**config.mk**
```make
export PLATFORM = sky130hd
export DESIGN_NAME = i2c_strap_target
export DESIGN_NICKNAME = d
export VERILOG_FILES = /design/src/rtl/i2c_tgt_pkg.sv /design/src/rtl/tgt_sync.sv /design/src/rtl/tgt_bus_events.sv /design/src/rtl/tgt_strap_decode.sv /design/src/rtl/tgt_byte_engine.sv /design/src/rtl/i2c_strap_target.sv
export SDC_FILE = /design/constraint.sdc
export NUM_CORES = 1
export LEC_CHECK = 0
export ABC_AREA = 1
export CAP_MARGIN = 20
export CORE_ASPECT_RATIO = 2
export CORE_UTILIZATION = 42
export DETAILED_ROUTE_END_ITERATION = 10
export PLACE_DENSITY = 0.71
export SYNTH_ARGS = -nofsm -noshare
export SYNTH_HDL_FRONTEND = slang
export SYNTH_SLANG_ARGS = --single-unit
```
**constraint.sdc**
```tcl
create_clock -name clk -period 1.55 [get_ports clk]
set_input_delay 0.155 -clock clk [delete_from_list [all_inputs] [get_ports clk]]
set_output_delay 0.155 -clock clk [all_outputs]
set_load 0.1 [all_outputs]
```
**src/rtl/i2c_tgt_pkg.sv**
```systemverilog
package i2c_tgt_pkg;

  // Strap tie encoding: bit 1 gives address bit A7, bit 0 gives A3.
  typedef enum logic [1:0] {
    TIE_GND = 2'b00,
    TIE_VDD = 2'b01,
    TIE_SCL = 2'b10,
    TIE_SDA = 2'b11
  } strap_tie_e;

  typedef enum logic [2:0] {
    PH_IDLE,
    PH_ADDR,
    PH_AACK,
    PH_DATA,
    PH_DACK
  } phase_e;

  // Seven-bit target address: A7, fixed 100, A3, fixed 00.
  function automatic logic [6:0] own_address(input strap_tie_e tie);
    return {tie[1], 3'b100, tie[0], 2'b00};
  endfunction

endpackage

```
**src/rtl/tgt_sync.sv**
```systemverilog
module tgt_sync #(
  parameter int WIDTH   = 3,
  parameter int STAGES  = 2,
  parameter logic RST_VAL = 1'b1
) (
  input  logic             clk,
  input  logic             rst,
  input  logic [WIDTH-1:0] d_in,
  output logic [WIDTH-1:0] d_out
);

  for (genvar g = 0; g < WIDTH; g++) begin : g_line
    logic [STAGES-1:0] chain;
    always_ff @(posedge clk) begin
      if (rst) chain <= {STAGES{RST_VAL}};
      else     chain <= {chain[STAGES-2:0], d_in[g]};
    end
    assign d_out[g] = chain[STAGES-1];
  end

endmodule

```
**src/rtl/tgt_bus_events.sv**
```systemverilog
module tgt_bus_events (
  input  logic clk,
  input  logic rst,
  input  logic scl_s,
  input  logic sda_s,
  output logic start_ev,
  output logic stop_ev,
  output logic scl_rise,
  output logic scl_fall
);

  logic scl_q, sda_q;

  always_ff @(posedge clk) begin
    if (rst) begin
      scl_q <= 1'b1;
      sda_q <= 1'b1;
    end else begin
      scl_q <= scl_s;
      sda_q <= sda_s;
    end
  end

  // SDA moving while SCL stays high marks START (falling) or STOP (rising).
  assign start_ev = scl_q & scl_s & sda_q & ~sda_s;
  assign stop_ev  = scl_q & scl_s & ~sda_q & sda_s;
  assign scl_rise = ~scl_q & scl_s;
  assign scl_fall = scl_q & ~scl_s;

endmodule

```
**src/rtl/tgt_strap_decode.sv**
```systemverilog
module tgt_strap_decode
  import i2c_tgt_pkg::*;
(
  input  logic       clk,
  input  logic       rst,
  input  logic       start_ev,
  input  logic       scl_s,
  input  logic       scl_fall,
  input  logic       strap_s,
  output strap_tie_e tie
);

  logic strap_q;
  logic pending;

  always_ff @(posedge clk) begin
    if (rst) begin
      strap_q <= 1'b1;
      pending <= 1'b0;
      tie     <= TIE_GND;
    end else begin
      strap_q <= strap_s;
      if (start_ev) begin
        if (strap_s) begin
          pending <= 1'b1;               // supply or SCL: wait for SCL fall
          tie     <= TIE_VDD;
        end else begin
          pending <= 1'b0;
          tie     <= strap_q ? TIE_SDA : TIE_GND;  // dropped with SDA or low all along
        end
      end else if (pending && scl_fall) begin
        pending <= 1'b0;
        tie     <= strap_s ? TIE_VDD : TIE_SCL;
      end
    end
  end

  // a pending SCL-tie decision only opens on a START, i.e. while SCL is high
  p_pending_scl_high_r4: assert property (@(posedge clk) disable iff (rst)
    $rose(pending) |-> scl_s);

endmodule

```
**src/rtl/tgt_byte_engine.sv**
```systemverilog
module tgt_byte_engine
  import i2c_tgt_pkg::*;
#(
  parameter int BITS = 8
) (
  input  logic            clk,
  input  logic            rst,
  input  logic            start_ev,
  input  logic            stop_ev,
  input  logic            scl_rise,
  input  logic            scl_fall,
  input  logic            scl_s,
  input  logic            sda_s,
  input  logic [BITS-2:0] own_addr,
  output logic            sda_oe,
  output logic            addr_match,
  output logic            rd_wr,
  output logic            wr_valid,
  output logic [BITS-1:0] wr_data
);

  localparam int CW = $clog2(BITS + 1);
  localparam logic [CW-1:0] FULL = CW'(BITS);

  phase_e          phase;
  logic [BITS-1:0] shreg;
  logic [CW-1:0]   cnt;

  always_ff @(posedge clk) begin
    if (rst) begin
      phase      <= PH_IDLE;
      shreg      <= '0;
      cnt        <= '0;
      sda_oe     <= 1'b0;
      addr_match <= 1'b0;
      rd_wr      <= 1'b0;
      wr_valid   <= 1'b0;
      wr_data    <= '0;
    end else begin
      wr_valid <= 1'b0;
      if (start_ev) begin
        phase      <= PH_ADDR;
        cnt        <= '0;
        sda_oe     <= 1'b0;
        addr_match <= 1'b0;
      end else if (stop_ev) begin
        phase      <= PH_IDLE;
        cnt        <= '0;
        sda_oe     <= 1'b0;
        addr_match <= 1'b0;
      end else begin
        unique case (phase)
          PH_ADDR, PH_DATA: begin
            if (scl_rise && cnt != FULL) begin
              shreg <= {shreg[BITS-2:0], sda_s};
              cnt   <= cnt + 1'b1;
            end else if (scl_fall && cnt == FULL) begin
              if (phase == PH_ADDR) begin
                if (shreg[BITS-1:1] == own_addr) begin
                  phase      <= PH_AACK;
                  sda_oe     <= 1'b1;
                  addr_match <= 1'b1;
                  rd_wr      <= shreg[0];
                end else begin
                  phase <= PH_IDLE;
                end
              end else begin
                phase    <= PH_DACK;
                sda_oe   <= 1'b1;
                wr_valid <= 1'b1;
                wr_data  <= shreg;
              end
            end
          end
          PH_AACK: if (scl_fall) begin
            sda_oe <= 1'b0;
            cnt    <= '0;
            phase  <= rd_wr ? PH_IDLE : PH_DATA;
          end
          PH_DACK: if (scl_fall) begin
            sda_oe <= 1'b0;
            cnt    <= '0;
            phase  <= PH_DATA;
          end
          default: ;
        endcase
      end
    end
  end

  // the acknowledge driver only switches while SCL is low
  p_oe_moves_scl_low_r2: assert property (@(posedge clk) disable iff (rst)
    (sda_oe != $past(sda_oe)) |-> !scl_s);

  // SDA is only pulled when this target was addressed
  p_oe_needs_match_r5: assert property (@(posedge clk) disable iff (rst)
    sda_oe |-> addr_match);

  // the strobe is one cycle wide and only in an addressed write
  p_valid_single_r7: assert property (@(posedge clk) disable iff (rst)
    wr_valid |=> !wr_valid);
  p_valid_write_r7: assert property (@(posedge clk) disable iff (rst)
    wr_valid |-> (addr_match && !rd_wr));

  // STOP drops the match
  p_stop_clears_r8: assert property (@(posedge clk) disable iff (rst)
    stop_ev |=> !addr_match);

  // START releases SDA and drops the match
  p_start_release_r9: assert property (@(posedge clk) disable iff (rst)
    start_ev |=> (!sda_oe && !addr_match && !wr_valid));

endmodule

```
**src/rtl/i2c_strap_target.sv**
```systemverilog
module i2c_strap_target
  import i2c_tgt_pkg::*;
#(
  parameter int SYNC_STAGES = 2,
  parameter int BYTE_BITS   = 8
) (
  input  logic                 clk,
  input  logic                 rst,
  input  logic                 scl_in,
  input  logic                 sda_in,
  input  logic                 strap_in,
  output logic                 sda_oe,
  output logic                 addr_match,
  output logic                 rd_wr,
  output logic                 wr_valid,
  output logic [BYTE_BITS-1:0] wr_data
);

  localparam int LINES = 3;

  logic [LINES-1:0] raw_lines, sync_lines;
  logic scl_s, sda_s, strap_s;
  logic start_ev, stop_ev, scl_rise, scl_fall;
  strap_tie_e tie;

  assign raw_lines = {strap_in, sda_in, scl_in};
  assign {strap_s, sda_s, scl_s} = sync_lines;

  tgt_sync #(.WIDTH(LINES), .STAGES(SYNC_STAGES), .RST_VAL(1'b1)) u_sync (
    .clk   (clk),
    .rst   (rst),
    .d_in  (raw_lines),
    .d_out (sync_lines)
  );

  tgt_bus_events u_events (
    .clk      (clk),
    .rst      (rst),
    .scl_s    (scl_s),
    .sda_s    (sda_s),
    .start_ev (start_ev),
    .stop_ev  (stop_ev),
    .scl_rise (scl_rise),
    .scl_fall (scl_fall)
  );

  tgt_strap_decode u_strap (
    .clk      (clk),
    .rst      (rst),
    .start_ev (start_ev),
    .scl_s    (scl_s),
    .scl_fall (scl_fall),
    .strap_s  (strap_s),
    .tie      (tie)
  );

  tgt_byte_engine #(.BITS(BYTE_BITS)) u_engine (
    .clk        (clk),
    .rst        (rst),
    .start_ev   (start_ev),
    .stop_ev    (stop_ev),
    .scl_rise   (scl_rise),
    .scl_fall   (scl_fall),
    .scl_s      (scl_s),
    .sda_s      (sda_s),
    .own_addr   (own_address(tie)),
    .sda_oe     (sda_oe),
    .addr_match (addr_match),
    .rd_wr      (rd_wr),
    .wr_valid   (wr_valid),
    .wr_data    (wr_data)
  );

endmodule

```
# == Yosys cells after proc, flatten, opt, wreduce, memory -nomap -nowiden ==
# Cells that the tools add are included.
# Widths: inputs -> output; s select.
# totals
reg_bits,39
inputBits,5
# op_classes
n_eq_ne,18
n_addsub,1
bitwise_logic,17
n_reduce_logical,19
mux,28
# op_table
cell,count
$reduce_and 5->1,4
$mux 3,5
$mux 2,7
$ne 4x3->1 const B,3
$mux 1,11
$ne 2x1->1 const B,5
$not 1->1,10
$pmux 3 s3,1
$mux 4,2
$ne 4x4->1 const B,2
$pmux 4 s2,1
$and 1x1->1,7
$eq 7x7->1,1
$reduce_and 7->1,1
$eq 3x2->1 const B,2
$reduce_and 6->1,1
$reduce_or 6->1,1
$reduce_bool 5->1,1
$add 4x1->4 const B,1
$eq 4x4->1 const B,1
$reduce_and 4->1,1
$reduce_bool 2->1,2
$reduce_or 2->1,2
$eq 3x1->1 const B,1
other kinds (8),10

# == Logic depth before layout (Yosys ltp) ==
# depth
ltp_word,8
mapped_depth,11

# == By module ==
# A second synthesis with hierarchy kept.
# unflattened
cells_unflattened,254
area_unflattened_um2,1780.5
# modules_own_cells
module,instances,cells_each,seq_area_each_um2,area_each_um2
tgt_byte_engine,1,187,540.5,1305.0
tgt_sync,1,22,120.1,191.4
tgt_strap_decode,1,27,80.1,183.9
tgt_bus_events,1,16,40.0,92.6
i2c_strap_target,1,2,0.0,7.5

# == Least setup slack after synthesis ==
# Ideal clock, no wire load.
# synth_path
kind,reg2reg
start,reg u_engine.rd_wr
end,reg u_engine.phase[0]
path_slack_ps,31
required_ps,1435
t_arrival_ps,1404
n_path_buf,0
path_stages_with_launch,6
path_cell_list,dfxtp_1 -> nand2_1 -> nand3_1 -> nand2_1 -> a21oi_1 -> nor2_1
# synth_between
elab_chain_len,5
# synth_lines
element,line_no,rtl
"start, declared",tgt_byte_engine.sv:17,"output logic rd_wr,"
"start signal, assigned",tgt_byte_engine.sv:63,rd_wr <= shreg[0];
$mux 2,tgt_byte_engine.sv:78,phase <= rd_wr ? PH_IDLE : PH_DATA;
$mux 3,tgt_byte_engine.sv:75,PH_AACK: if (scl_fall) begin
$pmux 3 s3,tgt_byte_engine.sv:52,unique case (phase)
$mux 1,tgt_byte_engine.sv:46,end else if (stop_ev) begin
$mux 1,tgt_byte_engine.sv:41,if (start_ev) begin
"end signal, assigned",tgt_byte_engine.sv:78,
"end, declared",tgt_byte_engine.sv:25,phase_e phase;
# Every way passes these cells. The select of a mux whose other input is x is not followed.
# A chain may end at the register's enable or synchronous reset.

# == Worst setup path in the final report ==
# layout_path
start,reg u_engine.phase[1]
end,reg u_engine.cnt[1]
# layout_between
elab_chain_len,4
word_cells_on_any_way,11
# layout_lines
element,line_no,rtl
$eq 3x2->1 (tied with other cells),tgt_byte_engine.sv:52,
$reduce_or 2->1 (on tied branches),--,
$ne 2x1->1 (no source line) / $reduce_bool 2->1 (equally long branches),--,
$reduce_and 3->1 (no source line),--,
"end signal, assigned",tgt_byte_engine.sv:56,cnt <= cnt + 1'b1;
"end, declared",tgt_byte_engine.sv:27,logic [CW-1:0] cnt;
# Several ways; a longest one is shown, not always the timed one.

==> flow_summary.toml <==
[global_route]
first_global_vias = 1405
grt_max_degree = 22
grt_overflow = 0
grt.total_usage = 0.182
grt_first_pass_wirelength_um = 5640
antenna_found_initial = 0

[place]
place_hpwl_um = 2540
portBuffers = 16
place_ws_ns = -0.0260
gp_congestion = 0.864

[setup_path]
r2r_cells = 9
worstSetupEndpointType = "flip-flop"
startpoint_type = "flip-flop"
required_ns = 1.74
critPathArrivalTime_ns = 1.65
critPathMaxFanout = 7
crit_type = "reg -> reg"

[power_and_ir_drop]
p_sw_w = 0.000519
p_per_area_nw_per_um2 = 974
ir_worst_vdd_v = 0.000809
share_seq_of_total_power = 0.496
clkPwrFrac = 0.387
p_int_w = 0.00160
p_leak_nw = 0.890
p_total_w = 0.00212
swShare = 0.245
p_comb_frac = 0.117

[sta]
finalMaxSlewViolations = 0
setup_viol = 0
whs_ns = 0.411
hold_violations = 0
worst_slew_pin_slew_ns = 0.331
min_period_over_period = 0.942
max_clock_freq_mhz = 685
period_needed_ns = 1.46
clock_skew_ns = 0.00631
tns_ns = 0
setup_ws_ns = 0.0898
relSlewSlack = 0.779

[cts]
cts_tree = "built"
numCtsBuffers = 5
cts_max_path_buffers = 2
cts_hold_buffers = 0
clkSlewWorstSetupHoldPaths_ns = 0.08
cts_root_buf = "clkbuf_8"
cts.sinks = 39
insertion_delay_ns = 0.29
cts_max_level = 2

[synthesis]
netlist-cell-type-count = 23
synthXorXnorAreaFrac = 0.00533
synth.most_common_cell = "nand2_1"
synth_edf_count = 0
synth_compound_area_frac = 0.158
synth_top_cell_area_share = 0.475
synth-simple-area-share = 0.243
syn_avg_cell_area_sq_um = 7.34
synthesis.area_sq_um = 1640
synth_mux_area_frac = 0
ys_warn_count = 0
syn_nets = 231
ys_ff_latch = 39
seq_area_frac_synth = 0.475
synth_top_family_by_area = "simple AND/OR/NAND/NOR gates"
synth_top_area_cell = "dfxtp_1"
netlist_instances = 224
synth-adder-area-share = 0.0152
synth_area_leaders = "dfxtp_1 (47%), nand2_1 (10%), a21oi_1 (9.1%)"
ys.flop_type = "dfxtp_1"
synthArstFlopShare = 0
ys_top_cells_by_count = "nand2_1 (45), dfxtp_1 (39), inv_1 (37)"

[route]
ant_nets = 0
drt_first_pass_iters = 4
avgViaCountPerCell = 4.94
drc_errors = 0
dr_total_vias = 1478
drt-wirelength-per-cell_um = 11.3
drtIter0Drc = 37
totalWireLength_um = 3380

[die]
num_rows = 31
die_area_sq_um = 4180
core_area_sq_um = 3680
die_h_um = 90.5
die-width_um = 46.2
ios = 17
initial_core_util = 0.446

[finish]
nets = 257
drive_above_1_share = 0.184
nFillCells = 343
diodes = 0
post-route-util = 0.590
area_growth_pct = 32.2

[status]
run_status = "completed"

[min_path]
hold_path_depth = 1
hold_path_class = "reg -> reg"

[run]
maxCapViolCount = 0
[final timing paths]
check | from | to | slack, ns
worst max-delay path | u_engine.phase[1] | u_engine.cnt[1] | 0.09
worst min-delay path | u_sync.g_line[1].chain[0] | u_sync.g_line[1].chain[1] | 0.41
worst max register to register | u_engine.phase[1] | u_engine.cnt[1] | 0.09
worst min register to register | u_sync.g_line[1].chain[0] | u_sync.g_line[1].chain[1] | 0.41
[cell type report]
cell class,count,area (sq um),share of cell area
clock buffers,5,68.8,0.0317
inverters,38,143,0.0656
clock inverters,2,37.5,0.0173
flip-flops and latches,39,782,0.360
repair buffers,24,353,0.162
well taps,49,61.3,0.0282
multi-input cells,142,728,0.335
[cell families (layout without fill, tap and decap cells)]
group                    after synthesis  count (layout)
flip-flops                            39              39
XOR/XNOR                               1               1
AO/OA/AOI/OAI                         51              51
adder cells (fa/ha/maj)                2               2
AND/OR/NAND/NOR                       88              88
buffers and inverters                 43              69
[layout by cell type (no fill, tap or decap), types with 2 or more instances in the layout]
| master | n |
|---|---|
| inv_1 | 37 |
| buf_4 | 7 |
| nand2_2 | 4 |
| buf_12 | 13 |
| o21ai_0 | 18 |
| ha_1 | 2 |
| or2_2 | 6 |
| nand3_1 | 13 |
| clkbuf_8 | 5 |
| nor2_2 | 2 |
| nand2_1 | 44 |
| nor2_4 | 2 |
| a21oi_1 | 30 |
| clkdlybuf4s50_1 | 4 |
| dfxtp_1 | 38 |
| nor2_1 | 13 |
[registers in the layout, indices dropped and copies added, names as in the netlist]
name and flops:
u_engine.shreg 8, u_engine.wr_data 8, u_sync.g_line.chain 6, u_engine.cnt 4, u_engine.phase 3, u_strap.tie 2
u_engine.addr_match 1, u_engine.rd_wr 1, u_engine.sda_oe 1, u_engine.wr_valid 1, u_events.scl_q 1, u_events.sda_q 1
u_strap.pending 1, u_strap.strap_q 1
[stage by stage]
step	cell area, sq um	cells
global placement	2020	290
global route	2170	299
detailed placement	2020	290
finish	2170	299
CTS	2120	297
floorplan	1640	224
[power by group through the flow]
stage	logic, W	registers [W]	clock network [W]
after global placement	0.000222	0.00107	0
after floorplan	0.000135	0.00109	0
after detailed placement	0.000226	0.00107	0
after CTS	0.000227	0.00105	0.000839
after global routing	0.000274	0.00105	0.000878
final	0.000248	0.00105	0.000820
[critical path, stage by stage, from the launching register on]
cell and delay (ns):
dfxtp_1 0.50, inv_1 0.10, nand2_1 0.09, nand2_1 0.05, nand3_1 0.16, nand2_2 0.13, nand2_2 0.13, nand2_1 0.06
o21ai_1 0.08, nor2_1 0.05
[routing by layer]
layer,global-route usage,part of all wire,vias to the layer above,wire length (um)
li1,-,-,761,-
met1,0.176,0.37,670,1250
met2,0.316,0.56,34,1900
met3,0.0440,0.032,13,108
met4,0.110,0.035,0,119
met5,0,0,-,0
[repair_timing]
action | 4_1_cts | 5_1_grt
gates cloned | 0 | 0
pin swaps | 0 | 1
endpoints found under the setup margin | 4 | 21
gates resized for setup | 1 | 8
setup buffers | 0 | 2
No activity file was read; power rests on OpenSTA's default activity.
